## src/rtl/splitter_pkg.sv

```systemverilog
package splitter_pkg;
  localparam int NLANE    = 2;
  localparam int DW_OFF_W = 4;

  typedef struct packed {
    logic                vld;
    logic                sop;
    logic                eop;
    logic [DW_OFF_W-1:0] first_dw;
    logic [DW_OFF_W-1:0] last_dw;
    logic                drop;
    logic                poison;
  } lane_t;

  localparam int LANE_W = $bits(lane_t);
endpackage

```

## src/rtl/splitter_decode.sv

```systemverilog
module splitter_decode
  import splitter_pkg::*;
(
  input  logic                      in_pkt,
  input  logic [1:0]                sop,
  input  logic [1:0]                sop0_pos,
  input  logic [1:0]                sop1_pos,
  input  logic [1:0]                eop,
  input  logic [DW_OFF_W-1:0]       eop0_off,
  input  logic [DW_OFF_W-1:0]       eop1_off,
  input  logic                      discard,
  input  logic [1:0]                poison,
  output lane_t [NLANE-1:0]         lanes,
  output logic                      err,
  output logic                      nxt_open
);
  localparam logic [DW_OFF_W-1:0] HALF_DW = {1'b1, {(DW_OFF_W-1){1'b0}}};
  localparam logic [DW_OFF_W-1:0] LAST_DW = '1;

  logic [1:0]          n_sop, n_eop, n_seg;
  logic                bad_code, bad_frame, bad_drop, bad_pos;
  logic [DW_OFF_W-1:0] new_first;
  lane_t [NLANE-1:0]   raw;

  // Count codes and flag reserved encodings
  always_comb begin
    bad_code = 1'b0;
    unique case (sop)
      2'b00:   n_sop = 2'd0;
      2'b01:   n_sop = 2'd1;
      2'b11:   n_sop = 2'd2;
      default: begin n_sop = 2'd0; bad_code = 1'b1; end
    endcase
    unique case (eop)
      2'b00:   n_eop = 2'd0;
      2'b01:   n_eop = 2'd1;
      2'b11:   n_eop = 2'd2;
      default: begin n_eop = 2'd0; bad_code = 1'b1; end
    endcase
    if (sop[0] && sop0_pos[0]) bad_code = 1'b1;
    if (sop == 2'b11 && (sop1_pos != 2'b10 || sop0_pos != 2'b00)) bad_code = 1'b1;
  end

  assign n_seg     = {1'b0, in_pkt} + n_sop;
  assign new_first = (sop0_pos == 2'b10) ? HALF_DW : '0;

  assign bad_frame = (n_seg == 2'd3)
                   || (in_pkt && sop[0] && sop0_pos != 2'b10)
                   || (n_eop > n_seg)
                   || (n_seg == 2'd2 && n_eop == 2'd0);
  assign bad_drop  = discard && (n_eop == 2'd0 || n_seg == 2'd2);

  // Lane mapping: segments in position order, ends given in lane order
  always_comb begin
    raw = '0;
    if (n_seg != 2'd0) begin
      raw[0].vld      = 1'b1;
      raw[0].sop      = !in_pkt;
      raw[0].first_dw = in_pkt ? '0 : new_first;
      raw[0].eop      = (n_eop != 2'd0);
      raw[0].last_dw  = (n_eop != 2'd0) ? eop0_off : LAST_DW;
      raw[0].drop     = discard;
      raw[0].poison   = !in_pkt && poison[0];
    end
    if (n_seg == 2'd2) begin
      raw[1].vld      = 1'b1;
      raw[1].sop      = 1'b1;
      raw[1].first_dw = HALF_DW;
      raw[1].eop      = (n_eop == 2'd2);
      raw[1].last_dw  = (n_eop == 2'd2) ? eop1_off : LAST_DW;
      raw[1].drop     = 1'b0;
      raw[1].poison   = in_pkt ? poison[0] : poison[1];
    end
  end

  assign bad_pos = (raw[0].vld && raw[0].eop && raw[0].last_dw < raw[0].first_dw)
                || (raw[1].vld && raw[0].eop && eop0_off >= HALF_DW)
                || (raw[1].vld && raw[1].eop && eop1_off < HALF_DW);

  assign err      = bad_code || bad_frame || bad_drop || bad_pos;
  assign nxt_open = !err && (n_seg > n_eop);

  generate
    for (genvar k = 0; k < NLANE; k++) begin : g_mask
      assign lanes[k] = err ? '0 : raw[k];
    end
  endgenerate
endmodule

```

## src/rtl/splitter_stage.sv

```systemverilog
module splitter_stage #(
  parameter int W = 8
) (
  input  logic         clk,
  input  logic         rst,
  input  logic         in_valid,
  output logic         in_ready,
  input  logic [W-1:0] in_data,
  output logic         out_valid,
  input  logic         out_ready,
  output logic [W-1:0] out_data
);
  assign in_ready = !out_valid || out_ready;

  always_ff @(posedge clk) begin
    if (rst) begin
      out_valid <= 1'b0;
      out_data  <= '0;
    end else if (in_ready) begin
      out_valid <= in_valid;
      if (in_valid) out_data <= in_data;
    end
  end

  assert_hold_R1: assert property (@(posedge clk) disable iff (rst)
    out_valid && !out_ready |=> out_valid && $stable(out_data));

  assert_take_R1: assert property (@(posedge clk) disable iff (rst)
    in_valid && in_ready |=> out_valid);
endmodule

```

## src/rtl/straddle_splitter.sv

```systemverilog
module straddle_splitter
  import splitter_pkg::*;
(
  input  logic                      clk,
  input  logic                      rst,
  input  logic                      s_valid,
  output logic                      s_ready,
  input  logic [1:0]                s_sop,
  input  logic [1:0]                s_sop0_pos,
  input  logic [1:0]                s_sop1_pos,
  input  logic [1:0]                s_eop,
  input  logic [DW_OFF_W-1:0]       s_eop0_off,
  input  logic [DW_OFF_W-1:0]       s_eop1_off,
  input  logic                      s_discard,
  input  logic [1:0]                s_poison,
  output logic                      m_valid,
  input  logic                      m_ready,
  output logic [NLANE-1:0]          m_lane_vld,
  output logic [NLANE-1:0]          m_lane_sop,
  output logic [NLANE-1:0]          m_lane_eop,
  output logic [NLANE*DW_OFF_W-1:0] m_lane_first_dw,
  output logic [NLANE*DW_OFF_W-1:0] m_lane_last_dw,
  output logic [NLANE-1:0]          m_lane_drop,
  output logic [NLANE-1:0]          m_lane_poison,
  output logic                      protocol_error
);
  localparam logic [DW_OFF_W-1:0] HALF_DW = {1'b1, {(DW_OFF_W-1){1'b0}}};

  logic              open_q, err_q;
  logic              dec_err, dec_open, accept;
  lane_t [NLANE-1:0] dec_lanes;
  lane_t [NLANE-1:0] out_lanes;

  splitter_decode u_decode (
    .in_pkt   (open_q),
    .sop      (s_sop),
    .sop0_pos (s_sop0_pos),
    .sop1_pos (s_sop1_pos),
    .eop      (s_eop),
    .eop0_off (s_eop0_off),
    .eop1_off (s_eop1_off),
    .discard  (s_discard),
    .poison   (s_poison),
    .lanes    (dec_lanes),
    .err      (dec_err),
    .nxt_open (dec_open)
  );

  splitter_stage #(.W(NLANE*LANE_W)) u_stage (
    .clk       (clk),
    .rst       (rst),
    .in_valid  (s_valid),
    .in_ready  (s_ready),
    .in_data   (dec_lanes),
    .out_valid (m_valid),
    .out_ready (m_ready),
    .out_data  (out_lanes)
  );

  assign accept = s_valid && s_ready;

  always_ff @(posedge clk) begin
    if (rst) begin
      open_q <= 1'b0;
      err_q  <= 1'b0;
    end else if (accept) begin
      open_q <= dec_open;
      err_q  <= err_q | dec_err;
    end
  end

  assign protocol_error = err_q;

  generate
    for (genvar k = 0; k < NLANE; k++) begin : g_lane
      assign m_lane_vld[k]    = out_lanes[k].vld;
      assign m_lane_sop[k]    = out_lanes[k].sop;
      assign m_lane_eop[k]    = out_lanes[k].eop;
      assign m_lane_drop[k]   = out_lanes[k].drop;
      assign m_lane_poison[k] = out_lanes[k].poison;
      assign m_lane_first_dw[k*DW_OFF_W +: DW_OFF_W] = out_lanes[k].first_dw;
      assign m_lane_last_dw[k*DW_OFF_W +: DW_OFF_W]  = out_lanes[k].last_dw;

      assert_span_order_R3: assert property (@(posedge clk) disable iff (rst)
        m_valid && out_lanes[k].vld |-> out_lanes[k].last_dw >= out_lanes[k].first_dw);
    end
  endgenerate

  assert_second_lane_R4: assert property (@(posedge clk) disable iff (rst)
    m_valid && m_lane_vld[1] |->
      m_lane_vld[0] && m_lane_sop[1] && m_lane_eop[0]
      && m_lane_first_dw[2*DW_OFF_W-1:DW_OFF_W] == HALF_DW);

  assert_drop_on_end_R6: assert property (@(posedge clk) disable iff (rst)
    m_valid && m_lane_drop[0] |-> m_lane_eop[0] && !m_lane_drop[1]);

  assert_err_sticky_R10: assert property (@(posedge clk) disable iff (rst)
    protocol_error |=> protocol_error);

  assert_err_empty_R10: assert property (@(posedge clk) disable iff (rst)
    accept && !err_q && !dec_err |=> !protocol_error);
endmodule

```

## config.mk

```make
export PLATFORM = sky130hd
export DESIGN_NAME = straddle_splitter
export DESIGN_NICKNAME = d
export VERILOG_FILES = /design/src/rtl/splitter_pkg.sv /design/src/rtl/splitter_decode.sv /design/src/rtl/splitter_stage.sv /design/src/rtl/straddle_splitter.sv
export SDC_FILE = /design/constraint.sdc
export NUM_CORES = 1
export LEC_CHECK = 0
export BUFFER_PORTS_ARGS = -buffer_cell sky130_fd_sc_hd__buf_2
export CORE_ASPECT_RATIO = 1.1
export CORE_UTILIZATION = 46
export CTS_CLUSTER_SIZE = 12
export DETAILED_ROUTE_END_ITERATION = 16
export PLACE_DENSITY = 0.79
export SLEW_MARGIN = 0
export SYNTH_ARGS = -nofsm -noshare
export SYNTH_HDL_FRONTEND = slang
export SYNTH_SLANG_ARGS = --single-unit
```

## constraint.sdc

```tcl
create_clock -name clk -period 2.4 [get_ports clk]
set_input_delay 0.12 -clock clk [delete_from_list [all_inputs] [get_ports clk]]
set_output_delay 0.12 -clock clk [all_outputs]
set_load 0.05 [all_outputs]
```

# Yosys cells after proc, flatten, opt, wreduce, memory -nomap -nowiden
# Cells that the tools add are included.
dict set report totals {
  reg_bits 29
  input_bits 23
  word_cells 74
}
dict set report classes {
  n_addsub 1
  order_cmp 5
  eq_ne 10
  n_mux 15
  bitwise_logic 1
  n_reduce_logical 38
}
# cell count
set op_table {}
lappend op_table {{$mux 13} 4}
lappend op_table {{$mux 4} 4}
lappend op_table {{$logic_and 1x1->1} 15}
lappend op_table {{$eq 2x2->1 const B} 6}
lappend op_table {{$logic_or 1x1->1} 11}
lappend op_table {{$pmux 2 s2} 2}
lappend op_table {{$logic_not 2->1} 3}
lappend op_table {{$reduce_bool 2->1} 3}
lappend op_table {{$reduce_or 3->1} 2}
lappend op_table {{$mux 1} 5}
lappend op_table {{$eq 2x1->1 const B} 2}
lappend op_table {{$ge 4x4->1 const B} 1}
lappend op_table {{$gt 2x2->1} 2}
lappend op_table {{$lt 4x4->1} 1}
lappend op_table {{$lt 4x4->1 const B} 1}
lappend op_table {{$ne 2x2->1 const B} 2}
lappend op_table {{$logic_not 1->1} 3}
lappend op_table {{$add 1x2->2} 1}
lappend op_table {{$reduce_and 2->1} 1}
lappend op_table {{$or 1x1->1} 1}

# Logic depth before layout (Yosys ltp)
dict set report logic_depth {
  word_depth 12
  depth_mapped 10
  depth_no_buf 10
}

# Cells and area by module
# Synthesis repeated with hierarchy kept, for this count alone.
dict set report unflattened {
  cells_unflattened 203
  hier_area_um2 1866.8
}
# mod n_inst cells_each area_per_inst_um2
set modules_own_cells {}
lappend modules_own_cells {splitter_stage 1 123 1265.0}
lappend modules_own_cells {splitter_decode 1 73 528.0}
lappend modules_own_cells {straddle_splitter 1 7 73.8}

# Least setup slack after synthesis
# Ideal clock, no wire load.
dict set report synth_path {
  path_kind {register -> register}
  start {register open_q}
  end {register u_stage.out_data[12]}
  setup_ns 0.096
  arrival_time_ns 2.154
  slack_ns 0.150
  path_stages_with_launch 10
  n_path_buf 0
  period_less_slack_ns 2.250
  cell_sequence {dfxtp_1 > ha_1 > and3b_4 > nor2_1 > ha_1 > nor2b_1 > a2bb2oi_1 > nor4_4 > nand2_2 > o41ai_2}
}
dict set report synth_between {
  elab_chain_len 9
}
# element line_no
set synth_rtl {}
lappend synth_rtl {{start, declared} straddle_splitter.sv:29} ;# logic open_q, err_q;
lappend synth_rtl {{start signal, assigned} straddle_splitter.sv:67} ;# open_q <= dec_open;
lappend synth_rtl {{$add 1x2->2 / $logic_and 1x1->1 (equally long branches)} {splitter_decode.sv:44, splitter_decode.sv:48}}
lappend synth_rtl {{$reduce_bool 2->1 (tied with other cells)} splitter_decode.sv:56} ;# if (n_seg != 2'd0) begin
lappend synth_rtl {{$mux 13 (tied with other cells)} splitter_decode.sv:56}
lappend synth_rtl {{$lt 4x4->1 (tied with other cells)} splitter_decode.sv:76} ;# assign bad_pos = (raw[0].vld && raw[0].eop && raw[0].last_dw < raw[0].first_dw)
lappend synth_rtl {{$logic_and 1x1->1 (tied with other cells)} splitter_decode.sv:76}
lappend synth_rtl {{$logic_or 1x1->1, on equally long branches} {splitter_decode.sv:77, splitter_decode.sv:80}}
lappend synth_rtl {{$logic_or 1x1->1, on equally long branches} {splitter_decode.sv:78, splitter_decode.sv:80}}
lappend synth_rtl {{$logic_or 1x1->1} splitter_decode.sv:80} ;# assign err = bad_code || bad_frame || bad_drop || bad_pos;
lappend synth_rtl {{$mux 13 (*)} splitter_decode.sv:85} ;# assign lanes[k] = err ? '0 : raw[k];
lappend synth_rtl {{end signal, assigned} splitter_stage.sv:21} ;# if (in_valid) out_data <= in_data;
lappend synth_rtl {{end, declared} splitter_stage.sv:11} ;# output logic [W-1:0] out_data
# Mark *: on every way between the ends. The rest lies on a longest branch, timed or not.
# A chain may end at the register's enable or synchronous reset.

# Worst setup path after layout
# Ends and elaborated chain as after synthesis.

==> impl_metrics.json <==
{
  "status": "finished, final reports clean",
  "hold_violations": 0,
  "fillers": 210,
  "design_area_mm2": 0.00141,
  "dp_hpwl_um": 1920,
  "yosys_warnings": 0,
  "setup_slack_ps": 73.1,
  "grt_pass1_wl_um": 4100,
  "synth_seq_cells": 20,
  "root_buffer": "clkbuf_4",
  "fp.dieW_um": 49.2,
  "clk_path_buf_depth": 2,
  "antenna_found_initial": 0,
  "drc": 0,
  "drtIter0Drc": 27,
  "wl_um": 2600,
  "yosysTopAreaCellShare": 0.355,
  "clock_skew_ps": 5.00,
  "io_pins": 52,
  "seq_area_frac_synth": 0.355,
  "wl_per_cell_um": 12.6,
  "drive_above_1_share": 0.386,
  "numCtsBuffers": 3,
  "p_sw_frac": 0.359,
  "final_util": 0.621,
  "p_leak_uw": 0.000627,
  "start_kind": "register",
  "antenna_left": 0,
  "clkLatencyLatePin_ps": 300,
  "diodes": 0,
  "postSynthCellCount": 132,
  "grt-ovfl-total": 0,
  "area_delta_synth_final_pct": 25.3,
  "combinationalPowerShare": 0.301,
  "seq_power_share": 0.478,
  "die_h_um": 53.9,
  "path_clk_slew_ps": 110,
  "synthTopCellsByArea": "dfxtp_1 36%, nand3b_1 6.7%, buf_4 6.0%, a21oi_1 4.4%, nand2_1 4.3%",
  "finalCriticalPeriod_ps": 2330,
  "start_util": 0.496,
  "core_area_mm2": 0.00227,
  "dp_cells": 201,
  "cap_violations": 0,
  "firstDrtPassIters": 4,
  "grt_util_all_layers": 0.203,
  "syn_area_mm2": 0.00113,
  "rows": 18,
  "worst_ep_arrival_time_ps": 2540,
  "end_kind": "register",
  "dieArea_mm2": 0.00265,
  "p_int_uw": 470,
  "crit_required_ps": 2610,
  "grt_setup_unrepaired": "true",
  "max-slew-margin-rel": 0.579,
  "gp_congestion": 0.849,
  "worstHoldPathType": "primary input to register",
  "grt_pass1_vias": 941,
  "power_uw": 733,
  "avgSynthCellArea_um2": 8.54,
  "ir_drop_v": 0.000349,
  "vias": 1091,
  "fin_crit_sh": 0.970,
  "final_cells": 206,
  "drt-vias-per-instance": 5.30,
  "cts_sinks": 20,
  "power_frac_clock": 0.222,
  "grt_start_max_net_pins": 21,
  "finalMaxSlewViolations": 0,
  "max_freq_mhz": 430,
  "setup_viol_count_final": 0,
  "cp_max_fo": 4,
  "hold_buffers": 0,
  "postPlaceCellArea_mm2": 0.00134,
  "dpl_worst_slack_ps": -22.5,
  "yosysUniqueCellTypes": 38,
  "port_buffers": 44,
  "worstMarginPinSlew_ps": 627,
  "fin_nets": 204,
  "htreeDepth": 1,
  "p_per_area_mw_per_mm2": 519,
  "yosysTopAreaCell": "dfxtp_1",
  "cts_tree": "yes",
  "critPathKind": "register to register",
  "p_switching_uw": 263
}
flip-flops by register name, indices dropped and copies added, names as in the netlist:
register           cells
protocol_error         1
u_stage.out_data      17
open_q                 1
u_stage.out_valid      1
critical path, stage by stage (launching register included):
cell and delay (ps):
dfxtp_2 340, ha_1 200, and3b_4 310, nor2_1 70, ha_1 310, nor2b_1 160
a2bb2oi_2 200, nor4_4 230, nand2_2 130, o41ai_2 290
cell type report:
| type | instances | area [um^2] | share of cell area |
|---|---|---|---|
| timing repair buffer | 49 | 258 | 0.182 |
| clock buffer | 3 | 22.5 | 0.0159 |
| tap | 30 | 37.5 | 0.0266 |
| sequential | 20 | 402 | 0.284 |
| multi-input combinational | 102 | 686 | 0.485 |
| inverter | 2 | 7.51 | 0.00531 |
cell usage after synthesis:
cell,number
nand3b_1,10
nor3b_1,3
a2bb2oi_2,1
a2bb2oi_1,1
nor2b_1,3
conb_1,1
nand3_1,1
nand2_1,13
a21boi_2,1
or4_1,2
o31a_1,1
o21a_2,1
mux2i_1,1
o31ai_1,1
and3b_4,1
clkbuf_1,3
buf_1,1
a21oi_1,10
o21ai_0,8
nor2_1,12
a31oi_4,1
o311ai_1,1
inv_1,2
nand2_2,1
nor4_2,1
o21ba_2,1
buf_4,9
nand2b_1,4
o21ai_1,4
and2_1,1
nand3_2,1
buf_2,1
nor3_1,4
ha_1,3
nor4_4,1
or4b_2,1
dfxtp_1,20
o41ai_2,1
repair_timing:
action,4_1_cts,5_1_grt
gates resized for setup,1,5
endpoints found under the setup margin,1,18
pin swaps,0,7
endpoints found under the hold margin,0,0
buffers inserted,0,2
metal layers:
layer  wire length (um)  global-route usage  part of all wire  up-vias
met1               1180               0.250              0.46      500
met5                  0                   0                 0        -
met2               1250               0.363              0.48       47
li1                   -                   -                 -      539
met3                132              0.0254             0.051        5
met4                 29              0.0784             0.011        0
cell usage in the layout, fill, tap and decap left out, types with 4 or more instances in the layout:
cell type and count:
buf_2 44, dfxtp_1 19, nand2_1 13, nor2_1 12
nand3b_1 10, a21oi_1 9, o21ai_0 8, conb_1 7
buf_4 5, nand2b_1 4, o21ai_1 4
path summary, 6_finish.rpt:
path,cells past startpoint,slack (ps),to,from
hold reg to reg,2,460,u_stage.out_data[18],u_stage.out_data[18]
setup / recovery,9,70,u_stage.out_data[12],open_q
hold / removal,3,70,u_stage.out_valid,s_valid
setup reg to reg,9,70,u_stage.out_data[12],open_q
logic make-up after synthesis:
kind of cell,after synthesis,synth area share
compound gates,32,0.201
fa+ha+maj,3,0.0333
flops,20,0.355
buf+inv,16,0.0843
other cells,1,0.00333
mux,1,0.00888
simple gates,59,0.314
per-stage QoR:
stage / TNS (ps) / hold slack [ps]
finish: 0 / 69.2
global route: -105 / 77.9
CTS: 0 / 79.2
detailed placement: -23.4 / 401
global placement: 0 / 376
floorplan: 0 / 249
power groups by stage:
stage                     logic (uW)  registers, uW  clock network (uW)
after CTS                        211            350                 160
after global routing             235            351                 175
after detailed placement         207            357                   0
after floorplan                  120            400                   0
final                            221            350                 163
after global placement           202            357                   0
Note: power is estimated with default switching activity, not from simulation.
